## config.mk

```make
export PLATFORM = sky130hd
export DESIGN_NAME = i2c_regmem_target
export DESIGN_NICKNAME = d
export VERILOG_FILES = /design/src/rtl/i2c_regmem_pkg.sv /design/src/rtl/i2c_line_sync.sv /design/src/rtl/i2c_reg_ram.sv /design/src/rtl/i2c_target_ctrl.sv /design/src/rtl/i2c_regmem_target.sv
export SDC_FILE = /design/constraint.sdc
export NUM_CORES = 1
export LEC_CHECK = 0
export ABC_AREA = 1
export BUFFER_PORTS_ARGS = -buffer_cell sky130_fd_sc_hd__buf_2
export CAP_MARGIN = 5
export CORE_MARGIN = 3
export CORE_UTILIZATION = 35
export CTS_CLUSTER_DIAMETER = 40
export DETAILED_ROUTE_END_ITERATION = 10
export PLACE_DENSITY_LB_ADDON = 0.25
export SLEW_MARGIN = 30
export SYNTH_ARGS = -nofsm -noshare
export SYNTH_HDL_FRONTEND = slang
export SYNTH_SLANG_ARGS = --single-unit
```

## constraint.sdc

```tcl
create_clock -name clk -period 6.2 [get_ports clk]
set_input_delay 1.24 -clock clk [delete_from_list [all_inputs] [get_ports clk]]
set_output_delay 1.24 -clock clk [all_outputs]
set_load 0.01 [all_outputs]
```

## src/rtl/i2c_regmem_pkg.sv

```systemverilog
package i2c_regmem_pkg;
  localparam int BYTE_W  = 8;
  localparam int TADDR_W = 7;

  typedef enum logic [3:0] {
    ST_IDLE,
    ST_ADDR,
    ST_ADDR_END,
    ST_ACK,
    ST_WR,
    ST_WR_END,
    ST_RD_FETCH,
    ST_RD_LOAD,
    ST_RD_SHIFT,
    ST_RD_ACK,
    ST_RD_NEXT,
    ST_IGNORE
  } tgt_state_t;
endpackage

```

## src/rtl/i2c_line_sync.sv

```systemverilog
module i2c_line_sync #(
  parameter int STAGES = 2
) (
  input  logic clk,
  input  logic rst,
  input  logic scl_i,
  input  logic sda_i,
  output logic scl_s,
  output logic sda_s,
  output logic scl_rise,
  output logic scl_fall,
  output logic start_det,
  output logic stop_det
);
  logic [STAGES-1:0] scl_pipe;
  logic [STAGES-1:0] sda_pipe;
  logic              scl_q;
  logic              sda_q;

  always_ff @(posedge clk) begin
    if (rst) begin
      scl_pipe <= '1;
      sda_pipe <= '1;
      scl_q    <= 1'b1;
      sda_q    <= 1'b1;
    end else begin
      scl_pipe <= {scl_pipe[STAGES-2:0], scl_i};
      sda_pipe <= {sda_pipe[STAGES-2:0], sda_i};
      scl_q    <= scl_pipe[STAGES-1];
      sda_q    <= sda_pipe[STAGES-1];
    end
  end

  assign scl_s     = scl_pipe[STAGES-1];
  assign sda_s     = sda_pipe[STAGES-1];
  assign scl_rise  = scl_s & ~scl_q;
  assign scl_fall  = ~scl_s & scl_q;
  assign start_det = scl_s & scl_q & sda_q & ~sda_s;
  assign stop_det  = scl_s & scl_q & ~sda_q & sda_s;
endmodule

```

## src/rtl/i2c_reg_ram.sv

```systemverilog
module i2c_reg_ram #(
  parameter int DEPTH  = 128,
  parameter int DATA_W = 8,
  localparam int AW    = $clog2(DEPTH)
) (
  input  logic              clk,
  input  logic              we,
  input  logic [AW-1:0]     addr,
  input  logic [DATA_W-1:0] wdata,
  output logic [DATA_W-1:0] rdata
);
  logic [DATA_W-1:0] mem [DEPTH];

  always_ff @(posedge clk) begin
    if (we) mem[addr] <= wdata;
    rdata <= mem[addr];
  end
endmodule

```

## src/rtl/i2c_target_ctrl.sv

```systemverilog
module i2c_target_ctrl
  import i2c_regmem_pkg::*;
#(
  parameter int DEPTH = 128,
  parameter int PTR_W = 8,
  localparam int AW   = $clog2(DEPTH)
) (
  input  logic               clk,
  input  logic               rst,
  input  logic               scl_s,
  input  logic               sda_s,
  input  logic               scl_rise,
  input  logic               scl_fall,
  input  logic               start_det,
  input  logic               stop_det,
  input  logic [TADDR_W-1:0] dev_addr,
  input  logic [BYTE_W-1:0]  rd_data,
  output logic               mem_we,
  output logic [AW-1:0]      mem_addr,
  output logic [BYTE_W-1:0]  mem_wdata,
  output logic               scl_oe,
  output logic               sda_oe
);
  tgt_state_t        state;
  logic [PTR_W-1:0]  ptr;
  logic [2:0]        cnt;
  logic [BYTE_W-1:0] rx;
  logic [BYTE_W-1:0] tx;
  logic              rw;
  logic              first;
  logic              in_range;
  logic              ptr_load;
  logic [BYTE_W-1:0] load_byte;

  assign in_range  = ({1'b0, ptr} < (PTR_W+1)'(DEPTH));
  assign ptr_load  = (state == ST_WR_END) && scl_fall && first;
  assign mem_we    = (state == ST_WR_END) && scl_fall && !first && in_range;
  assign mem_addr  = ptr[AW-1:0];
  assign mem_wdata = rx;
  assign load_byte = in_range ? rd_data : {BYTE_W{1'b1}};

  always_ff @(posedge clk) begin
    if (rst) begin
      state  <= ST_IDLE;
      ptr    <= '0;
      cnt    <= '0;
      rx     <= '0;
      tx     <= '0;
      rw     <= 1'b0;
      first  <= 1'b0;
      scl_oe <= 1'b0;
      sda_oe <= 1'b0;
    end else if (start_det) begin
      state  <= ST_ADDR;
      cnt    <= '0;
      scl_oe <= 1'b0;
      sda_oe <= 1'b0;
    end else if (stop_det) begin
      state  <= ST_IDLE;
      scl_oe <= 1'b0;
      sda_oe <= 1'b0;
    end else begin
      case (state)
        ST_ADDR, ST_WR: begin
          if (scl_rise) begin
            rx  <= {rx[BYTE_W-2:0], sda_s};
            cnt <= cnt + 3'd1;
            if (cnt == 3'd7) state <= (state == ST_ADDR) ? ST_ADDR_END : ST_WR_END;
          end
        end
        ST_ADDR_END: begin
          if (scl_fall) begin
            if (rx[BYTE_W-1:1] == dev_addr) begin
              sda_oe <= 1'b1;
              rw     <= rx[0];
              first  <= ~rx[0];
              state  <= ST_ACK;
            end else begin
              state <= ST_IGNORE;
            end
          end
        end
        ST_ACK: begin
          if (scl_fall) begin
            sda_oe <= 1'b0;
            cnt    <= '0;
            if (rw) begin
              scl_oe <= 1'b1;
              state  <= ST_RD_FETCH;
            end else begin
              state <= ST_WR;
            end
          end
        end
        ST_WR_END: begin
          if (scl_fall) begin
            sda_oe <= 1'b1;
            state  <= ST_ACK;
            if (first) begin
              ptr   <= rx;
              first <= 1'b0;
            end else if (in_range) begin
              ptr <= ptr + 1'b1;
            end
          end
        end
        ST_RD_FETCH: state <= ST_RD_LOAD;
        ST_RD_LOAD: begin
          sda_oe <= ~load_byte[BYTE_W-1];
          tx     <= {load_byte[BYTE_W-2:0], 1'b1};
          if (in_range) ptr <= ptr + 1'b1;
          scl_oe <= 1'b0;
          cnt    <= '0;
          state  <= ST_RD_SHIFT;
        end
        ST_RD_SHIFT: begin
          if (scl_fall) begin
            if (cnt == 3'd7) begin
              sda_oe <= 1'b0;
              state  <= ST_RD_ACK;
            end else begin
              sda_oe <= ~tx[BYTE_W-1];
              tx     <= {tx[BYTE_W-2:0], 1'b1};
              cnt    <= cnt + 3'd1;
            end
          end
        end
        ST_RD_ACK: begin
          if (scl_rise) state <= sda_s ? ST_IGNORE : ST_RD_NEXT;
        end
        ST_RD_NEXT: begin
          if (scl_fall) begin
            scl_oe <= 1'b1;
            state  <= ST_RD_FETCH;
          end
        end
        default: ;
      endcase
    end
  end

  // the stretch only begins while SCL is already low
  assert_stretch_on_low_R10: assert property (@(posedge clk) disable iff (rst)
    $rose(scl_oe) |-> !scl_s) else $error("stretch started with SCL high");

  // the stretch is released within two cycles
  assert_stretch_short_R10: assert property (@(posedge clk) disable iff (rst)
    $past(scl_oe) && $past(scl_oe, 2) |-> !scl_oe) else $error("stretch too long");

  // SDA drive moves only while SCL is low
  assert_sda_on_low_R11: assert property (@(posedge clk) disable iff (rst)
    (sda_oe != $past(sda_oe)) && !$past(start_det) && !$past(stop_det) |-> !$past(scl_s))
    else $error("SDA drive changed with SCL high");

  // outside a pointer load the pointer only steps by one
  assert_ptr_step_R4: assert property (@(posedge clk) disable iff (rst)
    !$past(ptr_load) && (ptr != $past(ptr)) |-> ptr == PTR_W'($past(ptr) + 1'b1))
    else $error("pointer jumped");

  // the pointer sticks once past the array top
  assert_ptr_stuck_R5: assert property (@(posedge clk) disable iff (rst)
    !$past(ptr_load) && ({1'b0, $past(ptr)} >= (PTR_W+1)'(DEPTH)) |-> ptr == $past(ptr))
    else $error("pointer moved beyond the top");

  // STOP releases both lines; an ignoring target drives nothing
  assert_stop_release_R9: assert property (@(posedge clk) disable iff (rst)
    stop_det |=> !sda_oe && !scl_oe) else $error("lines held after STOP");
  assert_ignore_quiet_R9: assert property (@(posedge clk) disable iff (rst)
    (state == ST_IGNORE) |-> !sda_oe && !scl_oe) else $error("drive while ignoring");
endmodule

```

## src/rtl/i2c_regmem_target.sv

```systemverilog
module i2c_regmem_target
  import i2c_regmem_pkg::*;
#(
  parameter int DEPTH       = 128,
  parameter int PTR_W       = 8,
  parameter int SYNC_STAGES = 2,
  localparam int AW         = $clog2(DEPTH)
) (
  input  logic               clk,
  input  logic               rst,
  input  logic               scl_i,
  input  logic               sda_i,
  input  logic [TADDR_W-1:0] dev_addr,
  output logic               scl_oe,
  output logic               sda_oe
);
  logic              scl_s, sda_s, scl_rise, scl_fall, start_det, stop_det;
  logic              mem_we;
  logic [AW-1:0]     mem_addr;
  logic [BYTE_W-1:0] mem_wdata;
  logic [BYTE_W-1:0] mem_rdata;

  i2c_line_sync #(.STAGES(SYNC_STAGES)) u_sync (
    .clk(clk), .rst(rst), .scl_i(scl_i), .sda_i(sda_i),
    .scl_s(scl_s), .sda_s(sda_s), .scl_rise(scl_rise), .scl_fall(scl_fall),
    .start_det(start_det), .stop_det(stop_det)
  );

  i2c_target_ctrl #(.DEPTH(DEPTH), .PTR_W(PTR_W)) u_ctrl (
    .clk(clk), .rst(rst), .scl_s(scl_s), .sda_s(sda_s),
    .scl_rise(scl_rise), .scl_fall(scl_fall),
    .start_det(start_det), .stop_det(stop_det), .dev_addr(dev_addr),
    .rd_data(mem_rdata), .mem_we(mem_we), .mem_addr(mem_addr),
    .mem_wdata(mem_wdata), .scl_oe(scl_oe), .sda_oe(sda_oe)
  );

  i2c_reg_ram #(.DEPTH(DEPTH), .DATA_W(BYTE_W)) u_ram (
    .clk(clk), .we(mem_we), .addr(mem_addr), .wdata(mem_wdata), .rdata(mem_rdata)
  );
endmodule

```

==> impl_metrics.ini <==
[worst_setup_path]
crit_fanout = 16
crit_path_start = u_sync.scl_q$_SDFF_PP1_
crit_arrival_ps = 4130
crit_path_max_incr_delay_ps = 920
r2r_slack_ps = 2440
cp.required_ps = 6560
r2r-end = u_ram.mem[69][6]$_DFFE_PP_
start_kind = flip-flop
path_buf_inv = 2
crit_family = simple AND/OR/NAND/NOR gates
crit_path_end_kind = flip-flop
cp_slowest_cell = nand3_2
rr_worst_depth = 6
crit_path_end = u_ram.mem[69][6]$_DFFE_PP_
worst-setup-path-type = flip-flop to flip-flop
critical_path_cell_count = 6
timing.rr.start = u_sync.scl_q$_SDFF_PP1_
path_cells = inv_1 -> nor2_1 -> inv_1 -> nor4_4 -> nand3_2 -> nor2_1

[min_path]
hp-class = flip-flop to flip-flop
worstHoldStart = u_sync.sda_pipe[0]$_SDFF_PP1_

[timing]
slew-limit-headroom_pct = 34.0
final-hold-violation-count = 0
slew_viol_final = 0
period_needed_ps = 3760
clock.fmax_mhz = 266
setup_viol = 0
finalClockSkew_ps = 36.4
worst_pin_slew_ps = 990
rsz0062_at_grt = false
tns_ps = 0
period_share_pct = 60.7

[pwr]
total_power_uw = 16700
swShare_pct = 21.1
p_leak_uw = 0.0217
irDropWorstVdd_mv = 0.258
powerDensity_mw_per_mm2 = 316
pwr-share-comb_pct = 2.3
switchingPower_uw = 3530
intPower_uw = 13200
p_seq_share_pct = 47.7
p_clk_share_pct = 50.0

[place]
place.gp.congestion = 0.841
port_buffers = 12
placed_cell_area_mm2 = 0.0479
dp.cells = 6310
dp_hpwl_um = 70200

[routing]
drc = 0
dr.pass1.iters = 5
vias_per_cell = 4.77
wl_um = 124000
avgRoutedWirePerCell_um = 18.9
vias = 31400
final_antenna_net_count = 0
first_iter_violations = 2756

[clocking]
clock_sinks = 1073
cts_buffers = 148
cts_setup_buffers = 0
insertion_delay_ps = 750
root_buffer = clkbuf_16
hold_buffers = 0
clock_path_buffers = 3
htreeDepth = 4
post_cts_resized = 0
path_clk_slew_ps = 50
cts_tree = built

[cells_and_area]
layout.cells.non_filler = 6583
final_common_cell = nand2_1
final_util_pct = 40.7
final_area_mm2 = 0.0528
drive_above_1_share_pct = 7.48
fillCellCount = 12700
fin_nets = 4732
area_delta_synth_final_pct = 15.0
mostFrequentLayoutCells = nand2_1 (2834), edfxtp_1 (1024), nor2_1 (277)

[synth]
ys.flop_type = edfxtp_1
avgSynthCellArea_um2 = 9.76
syn_area_mm2 = 0.0459
yosysTopAreaCell = edfxtp_1
async_flop_share_pct = 0
syn_inst = 4707
synth_area_leaders = edfxtp_1 (67%), nand2_1 (23%), nor2_1 (2.3%)
synth.distinct_cells = 30
yosys_warnings = 0
netlist.area_leader.share_pct = 67.0
synth_seq_cells = 1073
ys_seq_area_share_pct = 69.1
syn_nets = 4721
synth_edf_count = 1024

[floorplanning]
rows = 132
coreArea_mm2 = 0.130
ios = 13
die_w_um = 368
die_h_um = 368
dieArea_mm2 = 0.136
start_util_pct = 35.4

[global_routing]
grtUsageTotal_pct = 18.2
grt_pass1_vias = 30500
antenna_found_initial = 1
grt_max_degree = 181
grt_pass1_wl_um = 188000
grt-ovfl-total = 0

[outcome]
status = complete, no violations

[flow_run]
drv_cap = 0
## power by group through the flow
stage	Combinational (uW)	Sequential, uW	Clock (uW)
2_1_floorplan	224	8140	0
3_3_place_gp	385	8130	0
3_5_place_dp	385	8130	0
4_1_cts	386	7980	8510
5_1_grt	435	7980	8820
6_report	385	7980	8350
## metrics by stage
stage | hold slack (ps) | worst slack (ps)
CTS | 407 | 2470
detailed placement | 397 | 2460
global route | 413 | 2280
floorplan | 389 | 3240
global placement | 403 | 2550
finish | 403 | 2440
## routing by layer
metal / up-vias / wire length [um] / global-route usage, % / share of wire [%]
li1: 15200 / - / - / -
met3: 183 / 6460 / 2.62 / 5.2
met4: 0 / 2900 / 5.58 / 2.3
met5: - / 0 / 0 / 0
met2: 807 / 58500 / 29.4 / 47
met1: 15200 / 56400 / 25.3 / 45
## worst reg2reg max path: cells and delay by family (launching register included)
family                 cells  cell delay, ps
DFF                        1             320
and+or+nand+nor            4            2820
buffers and inverters      2             280
## synthesized netlist by cell type, types with 8 or more instances
master    count
a21oi_1      41
nand2_1    2834
buf_2        90
inv_1        99
or2_2        17
dfxtp_1      49
nand3_1      46
clkbuf_1     95
o21ai_0      50
edfxtp_1   1024
nor2_1      280
buf_1        32
nor3_1        8
## registers in the layout, summed over array words and instances, names as in the netlist
name	cells
u_ram.mem	1024
u_ctrl.mem_wdata	8
u_ctrl.ptr	8
u_ctrl.tx	8
u_ram.rdata	8
u_ctrl.state	4
u_ctrl.cnt	3
u_sync.scl_pipe	2
u_sync.sda_pipe	2
u_ctrl.first	1
u_ctrl.rw	1
u_ctrl.scl_oe	1
u_ctrl.sda_oe	1
u_sync.scl_q	1
u_sync.sda_q	1
## cells by family after synthesis
kind of cell / synth area share (%)
compound gates: 1.20
xor+xnor: 0.172
fa+ha+maj: 0.0818
buf+inv: 3.02
flops: 69.1
simple gates: 26.4
## how the worst min path moves through the flow
stage	end	slack, ps	cells after the start
after CTS	u_sync.sda_pipe[1]$_SDFF_PP1_	410	1
final	u_sync.sda_pipe[1]$_SDFF_PP1_	400	1
after global routing	u_sync.sda_pipe[1]$_SDFF_PP1_	410	1
after global placement	u_sync.sda_pipe[1]$_SDFF_PP1_	400	1
after detailed placement	u_sync.sda_pipe[1]$_SDFF_PP1_	400	1
after floorplan	u_sync.scl_pipe[1]$_SDFF_PP1_	390	1
## final cells by class
type | instances | area, um2 | share of cell area (%)
antenna | 2 | 5.00 | 0.00947
tap | 1742 | 2180 | 4.13
sequential | 1073 | 31800 | 60.1
clock buffer | 176 | 3980 | 7.53
clock inverter | 95 | 967 | 1.83
timing repair buffer | 85 | 686 | 1.30
multi-input combinational | 3308 | 12800 | 24.3
inverter | 102 | 405 | 0.767
Power figures use the tool's default switching activity.
